`src/rtl/bsa_pkg.sv`:
```
package bsa_pkg;
    typedef enum logic {
        PH_IDLE = 1'b0,
        PH_RUN  = 1'b1
    } phase_e;
endpackage

```
`src/rtl/bsa_full_adder.sv`:
```
module bsa_full_adder (
    input  logic a_bit,
    input  logic b_bit,
    input  logic c_in,
    output logic s_bit,
    output logic c_out
);
    always_comb begin
        s_bit = a_bit ^ b_bit ^ c_in;
        c_out = (a_bit & b_bit) | (c_in & (a_bit ^ b_bit));
    end
endmodule

```
`src/rtl/bsa_shift_reg.sv`:
```
module bsa_shift_reg #(
    parameter int WIDTH = 32
) (
    input  logic             clk,
    input  logic             rst_n,
    input  logic             load,
    input  logic             shift,
    input  logic [WIDTH-1:0] par_in,
    input  logic             ser_in,
    output logic [WIDTH-1:0] q,
    output logic             lsb
);
    logic [WIDTH-1:0] q_d, q_q;

    always_comb begin
        q_d = q_q;
        if (load) begin
            q_d = par_in;
        end else if (shift) begin
            q_d = {ser_in, q_q[WIDTH-1:1]};
        end
    end

    always_ff @(posedge clk or negedge rst_n) begin
        if (!rst_n) q_q <= '0;
        else        q_q <= q_d;
    end

    assign q   = q_q;
    assign lsb = q_q[0];

    // after a load the register holds what the port showed at that edge
    p_load_capture_r8: assert property (@(posedge clk) disable iff (!rst_n)
        load |=> q == $past(par_in));

    // a shift moves every bit down by one position
    p_shift_move_r3: assert property (@(posedge clk) disable iff (!rst_n)
        (shift && !load) |=> q[WIDTH-2:0] == $past(q[WIDTH-1:1]));

    // with neither load nor shift the contents stay put
    p_hold_r7: assert property (@(posedge clk) disable iff (!rst_n)
        (!shift && !load) |=> $stable(q));
endmodule

```
`src/rtl/bsa_seq_ctrl.sv`:
```
module bsa_seq_ctrl
    import bsa_pkg::*;
#(
    parameter int WIDTH = 32
) (
    input  logic clk,
    input  logic rst_n,
    input  logic start,
    output logic load,
    output logic step,
    output logic done
);
    localparam int CNT_W = (WIDTH > 1) ? $clog2(WIDTH) : 1;
    localparam logic [CNT_W-1:0] LAST = CNT_W'(WIDTH - 1);

    typedef struct packed {
        phase_e           phase;
        logic [CNT_W-1:0] cnt;
        logic             done;
    } ctrl_t;

    ctrl_t st_d, st_q;

    always_comb begin
        st_d      = st_q;
        st_d.done = 1'b0;
        if (st_q.phase == PH_IDLE) begin
            if (start) begin
                st_d.phase = PH_RUN;
                st_d.cnt   = '0;
            end
        end else begin
            st_d.cnt = st_q.cnt + 1'b1;
            if (st_q.cnt == LAST) begin
                st_d.phase = PH_IDLE;
                st_d.done  = 1'b1;
                st_d.cnt   = '0;
            end
        end
    end

    always_ff @(posedge clk or negedge rst_n) begin
        if (!rst_n) st_q <= '{phase: PH_IDLE, cnt: '0, done: 1'b0};
        else        st_q <= st_d;
    end

    assign load = start && (st_q.phase == PH_IDLE);
    assign step = (st_q.phase == PH_RUN);
    assign done = st_q.done;

    // done is a single-cycle pulse
    p_done_pulse_r2: assert property (@(posedge clk) disable iff (!rst_n)
        done |=> !done);

    // done only follows a cycle of operation
    p_done_after_run_r2: assert property (@(posedge clk) disable iff (!rst_n)
        $rose(done) |-> $past(step));

    // a start while running does not restart the count
    p_busy_start_ignored_r4: assert property (@(posedge clk) disable iff (!rst_n)
        (step && start && st_q.cnt != LAST) |=> (step && st_q.cnt == $past(st_q.cnt) + 1'b1));

    // load and step never coincide
    p_load_step_excl_r2: assert property (@(posedge clk) disable iff (!rst_n)
        !(load && step));
endmodule

```
`src/rtl/serial_word_adder.sv`:
```
module serial_word_adder #(
    parameter int WIDTH = 32
) (
    input  logic             clk,
    input  logic             rst_n,
    input  logic             start,
    input  logic [WIDTH-1:0] opa,
    input  logic [WIDTH-1:0] opb,
    output logic [WIDTH-1:0] sum_out,
    output logic             carry_out,
    output logic             done
);
    logic load, step;
    logic a_lsb, b_lsb;
    logic s_bit, c_next;
    logic carry_d, carry_q;
    logic [WIDTH-1:0] a_q, b_q, r_q;
    logic r_lsb;

    bsa_seq_ctrl #(.WIDTH(WIDTH)) u_ctrl (
        .clk   (clk),
        .rst_n (rst_n),
        .start (start),
        .load  (load),
        .step  (step),
        .done  (done)
    );

    bsa_shift_reg #(.WIDTH(WIDTH)) u_opa_sr (
        .clk    (clk),
        .rst_n  (rst_n),
        .load   (load),
        .shift  (step),
        .par_in (opa),
        .ser_in (1'b0),
        .q      (a_q),
        .lsb    (a_lsb)
    );

    bsa_shift_reg #(.WIDTH(WIDTH)) u_opb_sr (
        .clk    (clk),
        .rst_n  (rst_n),
        .load   (load),
        .shift  (step),
        .par_in (opb),
        .ser_in (1'b0),
        .q      (b_q),
        .lsb    (b_lsb)
    );

    bsa_full_adder u_fa (
        .a_bit (a_lsb),
        .b_bit (b_lsb),
        .c_in  (carry_q),
        .s_bit (s_bit),
        .c_out (c_next)
    );

    bsa_shift_reg #(.WIDTH(WIDTH)) u_res_sr (
        .clk    (clk),
        .rst_n  (rst_n),
        .load   (1'b0),
        .shift  (step),
        .par_in ('0),
        .ser_in (s_bit),
        .q      (r_q),
        .lsb    (r_lsb)
    );

    always_comb begin
        carry_d = carry_q;
        if (load)      carry_d = 1'b0;
        else if (step) carry_d = c_next;
    end

    always_ff @(posedge clk or negedge rst_n) begin
        if (!rst_n) carry_q <= 1'b0;
        else        carry_q <= carry_d;
    end

    assign sum_out   = r_q;
    assign carry_out = carry_q;

    // loading a new operation clears the carry
    p_carry_clear_r5: assert property (@(posedge clk) disable iff (!rst_n)
        load |=> !carry_out);

    // outputs stay fixed while idle and not loading
    p_idle_hold_r7: assert property (@(posedge clk) disable iff (!rst_n)
        (!step && !load) |=> ($stable(sum_out) && $stable(carry_out)));

    // the top result bit at done is the sum bit of the last cycle
    p_top_bit_r6: assert property (@(posedge clk) disable iff (!rst_n)
        $rose(done) |-> sum_out[WIDTH-1] == ($past(a_lsb) ^ $past(b_lsb) ^ $past(carry_q)));

    logic unused_bits;
    assign unused_bits = ^{a_q, b_q, r_lsb};
endmodule

```
`config.mk`:
```
export PLATFORM = sky130hd
export DESIGN_NAME = serial_word_adder
export DESIGN_NICKNAME = d
export VERILOG_FILES = /design/src/rtl/bsa_pkg.sv /design/src/rtl/bsa_full_adder.sv /design/src/rtl/bsa_shift_reg.sv /design/src/rtl/bsa_seq_ctrl.sv /design/src/rtl/serial_word_adder.sv
export SDC_FILE = /design/constraint.sdc
export NUM_CORES = 1
export LEC_CHECK = 0
export CORE_ASPECT_RATIO = 1.1
export CORE_MARGIN = 2
export CORE_UTILIZATION = 50
export DETAILED_ROUTE_END_ITERATION = 8
export DONT_BUFFER_PORTS = 1
export GPL_TIMING_DRIVEN = 0
export REMOVE_ABC_BUFFERS = 1
export SETUP_SLACK_MARGIN = 0.5
export SLEW_MARGIN = 30
export SYNTH_ARGS = -nofsm -noshare
export SYNTH_HDL_FRONTEND = slang
export SYNTH_SLANG_ARGS = --single-unit
```
`constraint.sdc`:
```
create_clock -name clk -period 2.6 [get_ports clk]
set_input_delay 0.39 -clock clk [delete_from_list [all_inputs] [get_ports clk]]
set_output_delay 0.39 -clock clk [all_outputs]
set_load 0.05 [all_outputs]
```
[Yosys cells after proc, flatten, opt, wreduce, memory -nomap -nowiden]
Cells that the tools add are included.
Storage, ports and cells
  bits of input ports: 67
  memories: 0
  register bits after elaboration: 104
  latch bits: 0
  ROM bits: 0
  RAM bits: 0
  logic and storage cells: 28
Cells by class
  $lt $le $gt $ge: 0
  equal/unequal tests: 1
  add/sub/neg operators: 1
  divide/modulo/power cells: 0
  mux-type cells: 10
  shift-type cells: 0
  multipliers: 0
  reductions and logical operators: 3
  bitwise operators: 6
Operators by type and width (count)
  2-to-1 mux 32 bit: 4
  2-to-1 mux 6 bit: 2
  2-to-1 mux 7 bit: 1
  adder 5 x 1 -> 5 bit (second input constant): 1
  == test 5 bit (second input constant): 1
  nonzero test 2 bit: 2
  2-to-1 mux 1 bit: 3
  AND 1 bit: 2
  XOR 1 bit: 2
  logical AND 1 bit: 1
  inverter 1 bit: 1
  OR 1 bit: 1

[Depth between registers and ports, before layout]
Gate-level depths: netlist of the first run.
  depth in word-level cells: 5
  mapped depth: 6
  gate-level depth less buffers: 6

[Cells and area by module]
From an unflattened synthesis of the first run, not the netlist that was laid out.
Second synthesis, totals
  cells, all modules: 457
  area total of the unflattened synthesis: 4983.5 µm²
Modules (own cells, without submodules)
  bsa_shift_reg: times used 3, area each 1522.7 µm², seq. area each 800.8 µm², cells an instance 140
  bsa_seq_ctrl: times used 1, area each 352.8 µm², seq. area each 175.2 µm², cells an instance 32
  serial_word_adder: times used 1, area each 42.5 µm², seq. area each 25.0 µm², cells an instance 4
  bsa_full_adder: times used 1, area each 20.0 µm², seq. area each 0.0 µm², cells an instance 1

[Worst setup path before layout of the first run]
OpenSTA, ideal clock, no wires.
  kind: register to register
  from: register u_ctrl.st_q[1] (netlist name)
  to: register u_ctrl.st_q[3] (netlist name)
  library setup time: 0.064 ns
  cell stages (with the launch flop): 7
  data required time: 2.536 ns
  setup slack: 1.121 ns
  arrival: 1.415 ns
  period minus slack after synthesis: 1.479 ns
  path buffers: 0
  cell sequence: dfrtp_1 -> ha_1 -> and3_1 -> ha_1 -> nand2b_1 -> nor3b_1 -> a21o_1
Between the ends
  word-level cells in the longest chain between the ends: 3
  elaborated cells between the ends (all ways): 4
Ends and longest elaborated chain
  from (decl): RTL line bsa_seq_ctrl.sv:22  | ctrl_t st_d, st_q;
  from (signal assigned): RTL line bsa_seq_ctrl.sv:43  | if (!rst_n) st_q <= '{phase: PH_IDLE, cnt: '0, done: 1'b0};
  from (signal assigned): RTL line bsa_seq_ctrl.sv:44  | else st_q <= st_d;
  adder 5 x 1 -> 5 bit or == test 5 bit (tied branches): RTL line bsa_seq_ctrl.sv:33, bsa_seq_ctrl.sv:34
  2-to-1 mux 7 bit (*): RTL line bsa_seq_ctrl.sv:34  | if (st_q.cnt == LAST) begin
  2-to-1 mux 6 bit (*): RTL line bsa_seq_ctrl.sv:27  | if (st_q.phase == PH_IDLE) begin
Every way passes the cells marked *; elsewhere a longest branch is shown, timed or not.
A chain may end at the register's enable or synchronous reset.

[Final worst setup path of the first run]
  from: register u_ctrl.st_q (netlist bit u_ctrl.step)
  to: register u_res_sr.q_q[9], in the netlist u_res_sr.q[9]
RTL lines
  to (signal assigned): RTL line bsa_shift_reg.sv:26  | else q_q <= q_d;
  to (decl): RTL line bsa_shift_reg.sv:13  | logic [WIDTH-1:0] q_d, q_q;
No word-level cell between the ends.

==> results of run 1 <==
## metrics by stage
step | setup WS, ps | util, % | setup TNS [ps] | total power, uW | instance area [um^2]
floorplan | -1380 | - | -107490 | 4250 | 4400
global placement | -2510 | 49.1 | -215520 | 4450 | 4550
detailed placement | 675 | 49.7 | 0 | 4480 | 4600
CTS | 658 | 51.4 | 0 | 5390 | 4760
global route | 541 | 51.4 | 0 | 5650 | 4760
finish | 683 | 51.4 | 0 | 5300 | 4760
## where the power goes
group | internal [uW] | leakage (uW) | switching, uW | total (uW)
logic | 548 | 0.000824 | 395 | 943
clock network | 390 | 0.0000854 | 494 | 885
registers | 2190 | 0.00136 | 1290 | 3480
total | 3120 | 0.00227 | 2180 | 5300
## layer usage
metal  track usage, %  vias up
met1             19.1     1273
li1                 -     1286
met5                0        -
met2             23.4       60
met4             7.85        0
met3             6.15        9
## Yosys cell counts (4+ instances only)
cell	instances
o21ai_2	10
inv_1	5
dfrtp_1	104
buf_6	8
mux2_2	31
o21ai_1	51
buf_2	4
buf_4	6
buf_12	6
nand2_1	63
nor2_1	5
mux2i_1	66
## worst paths after layout
path                                 from             end  slack [ps]
max                           u_ctrl.step   u_res_sr.q[9]         680
min                                 rst_n   u_opb_sr.q[6]        -280
max reg2reg                   u_ctrl.step   u_res_sr.q[9]         680
min reg2reg                u_opb_sr.q[26]  u_opb_sr.q[25]         480
max in group asynchronous           rst_n  u_opb_sr.q[26]        2730
min in group clk                    start       carry_out         140
## critical path, delay by kind of cell, from the launching register on
kind / cells / cell delay (ps)
mux: 1 / 360
buf+inv: 2 / 600
flops: 1 / 810
## cell usage in the layout (no fill, tap or decap), types with 3 or more instances in the layout
| cell type | n |
|---|---|
| clkbuf_8 | 11 |
| dfrtp_1 | 103 |
| ha_1 | 3 |
| inv_1 | 5 |
| mux2_2 | 31 |
| mux2i_1 | 66 |
| nand2_1 | 63 |
| nand2b_1 | 3 |
| nor2_1 | 5 |
| o21ai_1 | 51 |
| o21ai_2 | 10 |
## final cells by class
class | instances | area, um^2
multi-input combinational | 247 | 1780
tap | 117 | 146
fill | 843 | 4500
sequential | 104 | 2610
clock inverter | 1 | 5.00
clock buffer | 13 | 159
timing repair buffer | 2 | 47.5
inverter | 5 | 18.8
## cell families (layout without fill, tap and decap cells)
group	Yosys count	after routing	share of synthesized area [%]
flops	104	104	55.3
mux	97	97	21.5
simple gates	76	76	6.54
compound gates	70	70	8.62
buf+inv	33	21	6.81
fa+ha+maj	4	4	1.22
## registers in the layout, summed over array words and instances (netlist names)
signal / flops
u_res_sr.q: 32
u_ctrl.st_q: 5
u_opa_sr.q: 32
carry_out: 1
u_ctrl.step: 1
u_opb_sr.q: 32
u_ctrl.done: 1
==> impl_metrics.json, run 1 <==
{
  "outcome": "finished with violations",
  "violations": "hold timing",
  "worst_hold_slack_ps": -279,
  "htree_levels": 3,
  "yosys-top-cells-area": "dfrtp_1 (55%), mux2i_1 (14%), mux2_2 (7.4%), o21ai_1 (5.4%), nand2_1 (5.0%)",
  "irDropWorstVdd_mv": 0.629,
  "syn_to_final_growth_pct": 1.28,
  "synth_top_cell_area_share_pct": 55.3,
  "numClockSinks": 104,
  "fp.dieH_um": 106,
  "rsz0062_at_grt": "no",
  "synthDominantAreaCellType": "dfrtp_1",
  "synth_edf_count": 0,
  "drc": 0,
  "wirelength_met1_um": 3240,
  "cts_resized": 0,
  "setup_viol": 0,
  "antenna_found_initial": 0,
  "vias": 2628,
  "grt_pass1_wl_um": 12100,
  "avgRoutedWirePerCell_um": 15.4,
  "nets": 440,
  "port_buffers": 0,
  "critPathKind": "reg2reg",
  "synth-seq-area-share_pct": 55.3,
  "die_x_um": 96.5,
  "met3_length_um": 690,
  "maxCapViolCount": 0,
  "path_cells": "buf_16 -> buf_12 -> mux2_2",
  "fmax_mhz": 522,
  "grt_max_degree": 105,
  "post-cts-setup-buffers": 0,
  "drt_iter0_markers": 107,
  "worst_clock_skew_ps": 9.26,
  "synthCells": 384,
  "relSlewSlack_pct": 62.3,
  "cts_buffers": 9,
  "fin_crit_sh_pct": 73.7,
  "dp_cells": 475,
  "hold_violations": 104,
  "postRouteAntennaNets": 0,
  "ys_ff_latch": 104,
  "hpwl_um": 4780,
  "antenna_cells": 0,
  "overflow": 0,
  "stdcell_count": 489,
  "worst-r2r-cell-count": 3,
  "wl_met2_um": 3450,
  "start_util_pct": 50.8,
  "path_max_fanout": 66,
  "synthFlopType": "dfrtp_1",
  "via_per_inst": 5.37,
  "dr.pass1.iters": 3,
  "clkLatencyLatePin_ps": 350,
  "gp_congestion": 0.713,
  "worstMarginPinSlew_ps": 565,
  "crit_required_ps": 2840,
  "synth_warnings": 0,
  "arrival_ps": 2160,
  "synthArstFlopShare_pct": 100,
  "cts_tree": "yes",
  "synth_cell_type_count": 25,
  "wl_um": 7520,
  "leakagePower_uw": 0.00227,
  "syn_avg_cell_area_um2": 12.2,
  "num_rows": 37,
  "core_mm2": 0.00926,
  "end_kind": "register",
  "worst_setup_path_start_kind": "register",
  "top_layer": "met4",
  "power.density_mw_per_mm2": 1110,
  "min_path_type": "in2async",
  "min_period_ps": 1920,
  "cts_root_buffer": "clkbuf_8",
  "report.final.slew_viol_count": 0,
  "dieArea_mm2": 0.0102,
  "io_pins": 101,
  "slowest_delay_ps": 810,
  "clkTransAtPathRegs_ps": 90,
  "grt_use_total_pct": 15.5,
  "cp_slowest_cell": "dfrtp_4",
  "drive_gt1_share_pct": 15.1,
  "grt_pass1_vias": 2616,
  "netlist_area_mm2": 0.00470,
  "max-clock-path-buffers": 2
}
Note: power is estimated with default switching activity, not from simulation.
==> inputs of run 2 (changes only) <==
==> constraint.sdc (replaced) <==
create_clock -name clk -period 1.87 [get_ports clk]
set_input_delay 0.2805 -clock clk [delete_from_list [all_inputs] [get_ports clk]]
set_output_delay 0.2805 -clock clk [all_outputs]
set_load 0.05 [all_outputs]
==> run 2 against run 1 <==
The run still ends with hold timing left. Via count increased by 2.7%. Clock skew decreased by 1.4 ps. Flip-flop and latch count unchanged. Worst setup slack got worse by 210 ps. Critical endpoint is now u_ctrl.st_q[4]. Largest power group unchanged. Highest routed layer unchanged.
==> impl_metrics.json, run 2 (synthesis gave the netlist of run 1 again) <==
{
  "io_pins": 101,
  "cts_hold_buf": 1,
  "hpwl_um": 4780,
  "critPathKind": "reg2reg",
  "drc": 0,
  "min_period_ps": 1400,
  "drt_iter0_markers": 85,
  "grt_pass1_wl_um": 13100,
  "final_common_cell": "dfrtp_1",
  "crit_required_ps": 2170,
  "worst_setup_path_start_kind": "register",
  "dr.pass1.iters": 4,
  "antenna_cells": 0,
  "die_x_um": 96.5,
  "setup_viol": 0,
  "endpoint": "u_ctrl.st_q[4]",
  "cp_num_buf_inv": 0,
  "irDropWorstVdd_mv": 0.874,
  "port_buffers": 0,
  "dieArea_mm2": 0.0102,
  "power.density_mw_per_mm2": 1520,
  "slowest_delay_ps": 410,
  "max-clock-path-buffers": 2,
  "worst_clock_skew_ps": 7.84,
  "cts_buffers": 9,
  "worstMarginPinSlew_ps": 504,
  "overflow": 0,
  "grt_max_degree": 105,
  "wl_um": 8210,
  "via_per_inst": 5.41,
  "clkLatencyLatePin_ps": 360,
  "vias": 2698,
  "cts_root_buffer": "clkbuf_8",
  "avgRoutedWirePerCell_um": 16.5,
  "reg2reg_to": "u_ctrl.st_q[4]",
  "antenna_found_initial": 0,
  "relSlewSlack_pct": 66.4,
  "numClockSinks": 104,
  "drive_gt1_share_pct": 19.1,
  "setup_tns_ps": 0,
  "htree_levels": 3,
  "path_cells": "ha_2 -> and3_4 -> ha_4 -> nand2b_4 -> o22ai_1 -> a22o_1",
  "final_cell_mix": "dfrtp_1 (102), mux2i_1 (66), nand2_1 (63)",
  "end_kind": "register",
  "maxCapViolCount": 0,
  "outcome": "finished with violations",
  "arrival_ps": 1700,
  "fp.dieH_um": 106,
  "hold_violations": 104,
  "worst_hold_slack_ps": -392,
  "core_mm2": 0.00926,
  "gp_congestion": 0.713,
  "clkTransAtPathRegs_ps": 90,
  "path_delay_family": "flip-flops",
  "num_rows": 37,
  "syn_to_final_growth_pct": 5.72,
  "reg2reg_from": "u_ctrl.st_q[2]",
  "grt_use_total_pct": 16.9,
  "grt_pass1_vias": 2706,
  "path_max_fanout": 4,
  "fmax_mhz": 714,
  "fin_crit_sh_pct": 74.9,
  "start_util_pct": 50.8,
  "rsz0062_at_grt": "yes",
  "postRouteAntennaNets": 0,
  "timing.final.ws_setup_ps": 469,
  "dp_slack_ps": -55.4,
  "nets": 450,
  "cp.depth": 6,
  "rrSetupSlack_ps": 470,
  "violations": "hold timing",
  "leakagePower_uw": 0.00238,
  "cp_slowest_cell": "dfrtp_1",
  "min_path_type": "in2async",
  "crit_start": "u_ctrl.st_q[2]",
  "worst-r2r-cell-count": 6,
  "cts_tree": "yes",
  "report.final.slew_viol_count": 0
}
==> run 2: cell count changes in the layout (fill, tap and decap cells not counted), sizes merged <==
cell / change
bufbuf: +2
clkbuf: +1
buf: +6
dlygate4sd3: +1
==> run 2: repair_timing <==
action                     CTS  global route
hold endpoints to repair   105           104
gates resized for setup      9             1
pin swaps                    2             4
setup endpoints to repair   73            19
cloned                       2             1
buffers inserted             5             1
==> run 2: area by class of cell <==
class	count	area (um^2)
Timing Repair Buffer	12	220
Sequential cell	104	2610
Clock buffer	13	159
Clock inverter	1	5.00
Multi-Input combinational cell	247	1820
Inverter	5	18.8
Tap cell	117	146
Fill cell	821	4290
==> run 2: stage by stage <==
stage               hold WS, ps  area [um^2]  instances  utilization, %  total power [uW]
floorplan                 -15.1         4400        356               -              5910
global placement          -13.1         4550        473            49.1              6180
detailed placement        -12.2         4600        475            49.7              6230
CTS                        -414         4920        497            53.2              7650
global route               -425         4970        499            53.7              8070
finish                     -392         4970        499            53.7              7580
==> run 2: layer usage <==
layer  global-route usage [%]  vias up  part of all wire (%)
met5                        0        -                     0
met4                     7.85        0                   2.1
met3                     6.15       11                   8.5
met2                     25.9       62                    48
met1                     21.1     1318                    42
li1                         -     1307                     -
==> run 2: how the worst min path moves through the flow <==
stage / endpoint / slack [ps] / cells past startpoint
after CTS: u_opb_sr.q[13] / -410 / 0
after detailed placement: u_opb_sr.q[6] / -10 / 0
after global routing: u_opb_sr.q[24] / -420 / 0
final: u_opb_sr.q[6] / -390 / 0
after global placement: u_opb_sr.q[6] / -10 / 0
after floorplan: carry_out / -20 / 0
==> run 2: report_power, final <==
group / switching (uW) / leakage (uW) / internal [uW]
sequential: 1760 / 0.00136 / 3040
combinational: 648 / 0.000929 / 904
clock: 685 / 0.0000854 / 543
==> inputs of run 3 (changes only) <==
==> constraint.sdc (replaced) <==
create_clock -name clk -period 1.3 [get_ports clk]
set_input_delay 0.195 -clock clk [delete_from_list [all_inputs] [get_ports clk]]
set_output_delay 0.195 -clock clk [all_outputs]
set_load 0.05 [all_outputs]
==> run 3 against run 2 <==
The flow finishes with violations (hold timing, setup timing). Sequential share of layout area is 11 points lower. Cell area up 29%. Maximum frequency shrank 1.0%. First-iteration DRC count up 18%. Global-route usage increased by 5.4 points. Total power increased by 75%. Die area stayed put. Sequential power grew 52%. Hold slack worse by 91 ps. Critical path depth stayed put. Non-clock buffer count grew 37. Routed wire length increased by 32%.
==> impl_metrics.json, run 3 (synthesis gave the netlist of run 1 again) <==
{
  "outcome": "finished with violations",
  "violations": "hold timing, setup timing",
  "min_period_ps": 1410,
  "htree_levels": 3,
  "design_area_mm2": 0.00641,
  "report.final.slew_viol_count": 0,
  "top_layer": "met4",
  "core_mm2": 0.00926,
  "antenna_found_initial": 0,
  "dr.pass1.iters": 4,
  "utilization_pct": 69.2,
  "drive_gt1_share_pct": 58.0,
  "dpl-instance-area_mm2": 0.00460,
  "arrival_ps": 1730,
  "final_cell_mix": "dfrtp_1 (69), mux2i_1 (66), o21ai_2 (48)",
  "cp_num_buf_inv": 0,
  "max-clock-path-buffers": 2,
  "leakagePower_uw": 0.00298,
  "min_path_type": "in2async",
  "worst_clock_skew_ps": 10.5,
  "end_kind": "register",
  "path_max_fanout": 4,
  "gp_congestion": 0.713,
  "critPathKind": "reg2reg",
  "irDropWorstVdd_mv": 1.36,
  "grt_pass1_vias": 3218,
  "drt_iter0_markers": 100,
  "vias": 2981,
  "setup_viol": 13,
  "rsz0062_at_grt": "yes",
  "timing.final.ws_setup_ps": -115,
  "wl_met2_um": 5690,
  "wirelength_met1_um": 4320,
  "cts_root_buffer": "clkbuf_8",
  "cts_buffers": 9,
  "numClockSinks": 104,
  "crit_required_ps": 1610,
  "clkTransAtPathRegs_ps": 100,
  "hold_violations": 104,
  "fp.dieH_um": 106,
  "maxCapViolCount": 0,
  "final_common_cell": "dfrtp_1",
  "grt_max_degree": 105,
  "io_pins": 101,
  "fmax_mhz": 707,
  "nets": 487,
  "clkLatencyLatePin_ps": 370,
  "via_per_inst": 5.56,
  "overflow": 0,
  "avgRoutedWirePerCell_um": 20.2,
  "cts_tree": "yes",
  "worstMarginPinSlew_ps": 344,
  "n_fill_cell": 670,
  "cp_slowest_cell": "dfrtp_1",
  "cts_hold_buf": 2,
  "num_rows": 37,
  "drc": 0,
  "postRouteAntennaNets": 0,
  "grt_use_total_pct": 22.3,
  "worst_hold_slack_ps": -483,
  "path_delay_family": "flip-flops",
  "relSlewSlack_pct": 77.0,
  "hpwl_um": 4780,
  "antenna_cells": 0,
  "start_util_pct": 50.8,
  "port_buffers": 0,
  "wl_um": 10800,
  "die_x_um": 96.5,
  "power.density_mw_per_mm2": 2070,
  "fin_crit_sh_pct": 109,
  "syn_to_final_growth_pct": 36.3,
  "worst_setup_path_start_kind": "register",
  "slowest_delay_ps": 410,
  "path_cells": "ha_2 -> and3_4 -> ha_4 -> nand2b_4 -> o22ai_1 -> a22o_1",
  "met3_length_um": 596,
  "dieArea_mm2": 0.0102,
  "grt_pass1_wl_um": 16900
}
run 3: changes by cell type in the layout (fill, tap and decap cells not counted), moves of 4 or more:
cell	delta
buf_16	+20
mux2_4	+22
nand2_2	+15
buf_6	+4
mux2_2	-22
buf_12	+9
o21ai_1	-37
o21ai_2	+38
nand2_4	+40
nand2_1	-55
dfrtp_2	+33
dfrtp_1	-33
run 3: where the power goes:
group	internal [uW]	total, uW	leakage [uW]	switching (uW)
clock network	782	1820	0.0000854	1040
registers	4490	7290	0.00132	2800
logic	2610	4190	0.00157	1580
run 3: area by class of cell:
class	instances	area, um^2	share of cell area (%)
repair buffers	49	993	15.5
flip-flops and latches	104	2650	41.3
well taps	117	146	2.28
multi-input cells	247	2440	38.1
inverters	5	18.8	0.293
clock inverters	1	5.00	0.0781
clock buffers	13	159	2.48
run 3: stage by stage:
stage	setup TNS (ps)	cells	setup WS (ps)	power [uW]	hold slack [ps]
final	-560	536	-115	13300	-483
after global routing	-921	536	-173	14000	-509
after CTS	-426	530	-92.5	12900	-500
after detailed placement	-23610	475	-625	8970	-97.7
after global placement	-350720	473	-3810	8890	-98.6
after floorplan	-242690	356	-2680	8500	-101
run 3: layer usage:
layer  global-route usage [%]  vias up
li1                         -     1391
met1                     27.2     1507
met2                     37.5       68
met3                     5.72       15
met4                     8.35        0
met5                        0        -
run 3: timing repair:
| item | 4_1_cts | 5_1_grt |
|---|---|---|
| gates cloned | 20 | 1 |
| resized for setup | 211 | 47 |
| setup endpoints to repair | 138 | 138 |
| endpoints found under the hold margin | 108 | 104 |
| setup buffers | 19 | 5 |
| pin swaps | 62 | 26 |
run 3: final timing paths:
check | to | slack [ps] | from | cells past startpoint
worst max-delay path | u_ctrl.st_q[4] | -110 | u_ctrl.st_q[2] | 6
worst min-delay path | u_opb_sr.q[6] | -480 | rst_n | 0
worst max register to register | u_ctrl.st_q[4] | -110 | u_ctrl.st_q[2] | 6
worst min register to register | u_opb_sr.q[8] | 490 | u_opb_sr.q[9] | 2
max in group asynchronous | u_res_sr.q[0] | 1640 | rst_n | 0
min in group clk | u_opa_sr.q[6] | 10 | opa[6] | 2
run 3: worst register-to-register path: stages (launching register included):
cell      delay, ps
dfrtp_1         410
ha_2            190
and3_4          190
ha_4            160
nand2b_4        160
o22ai_1         120
a22o_1          140
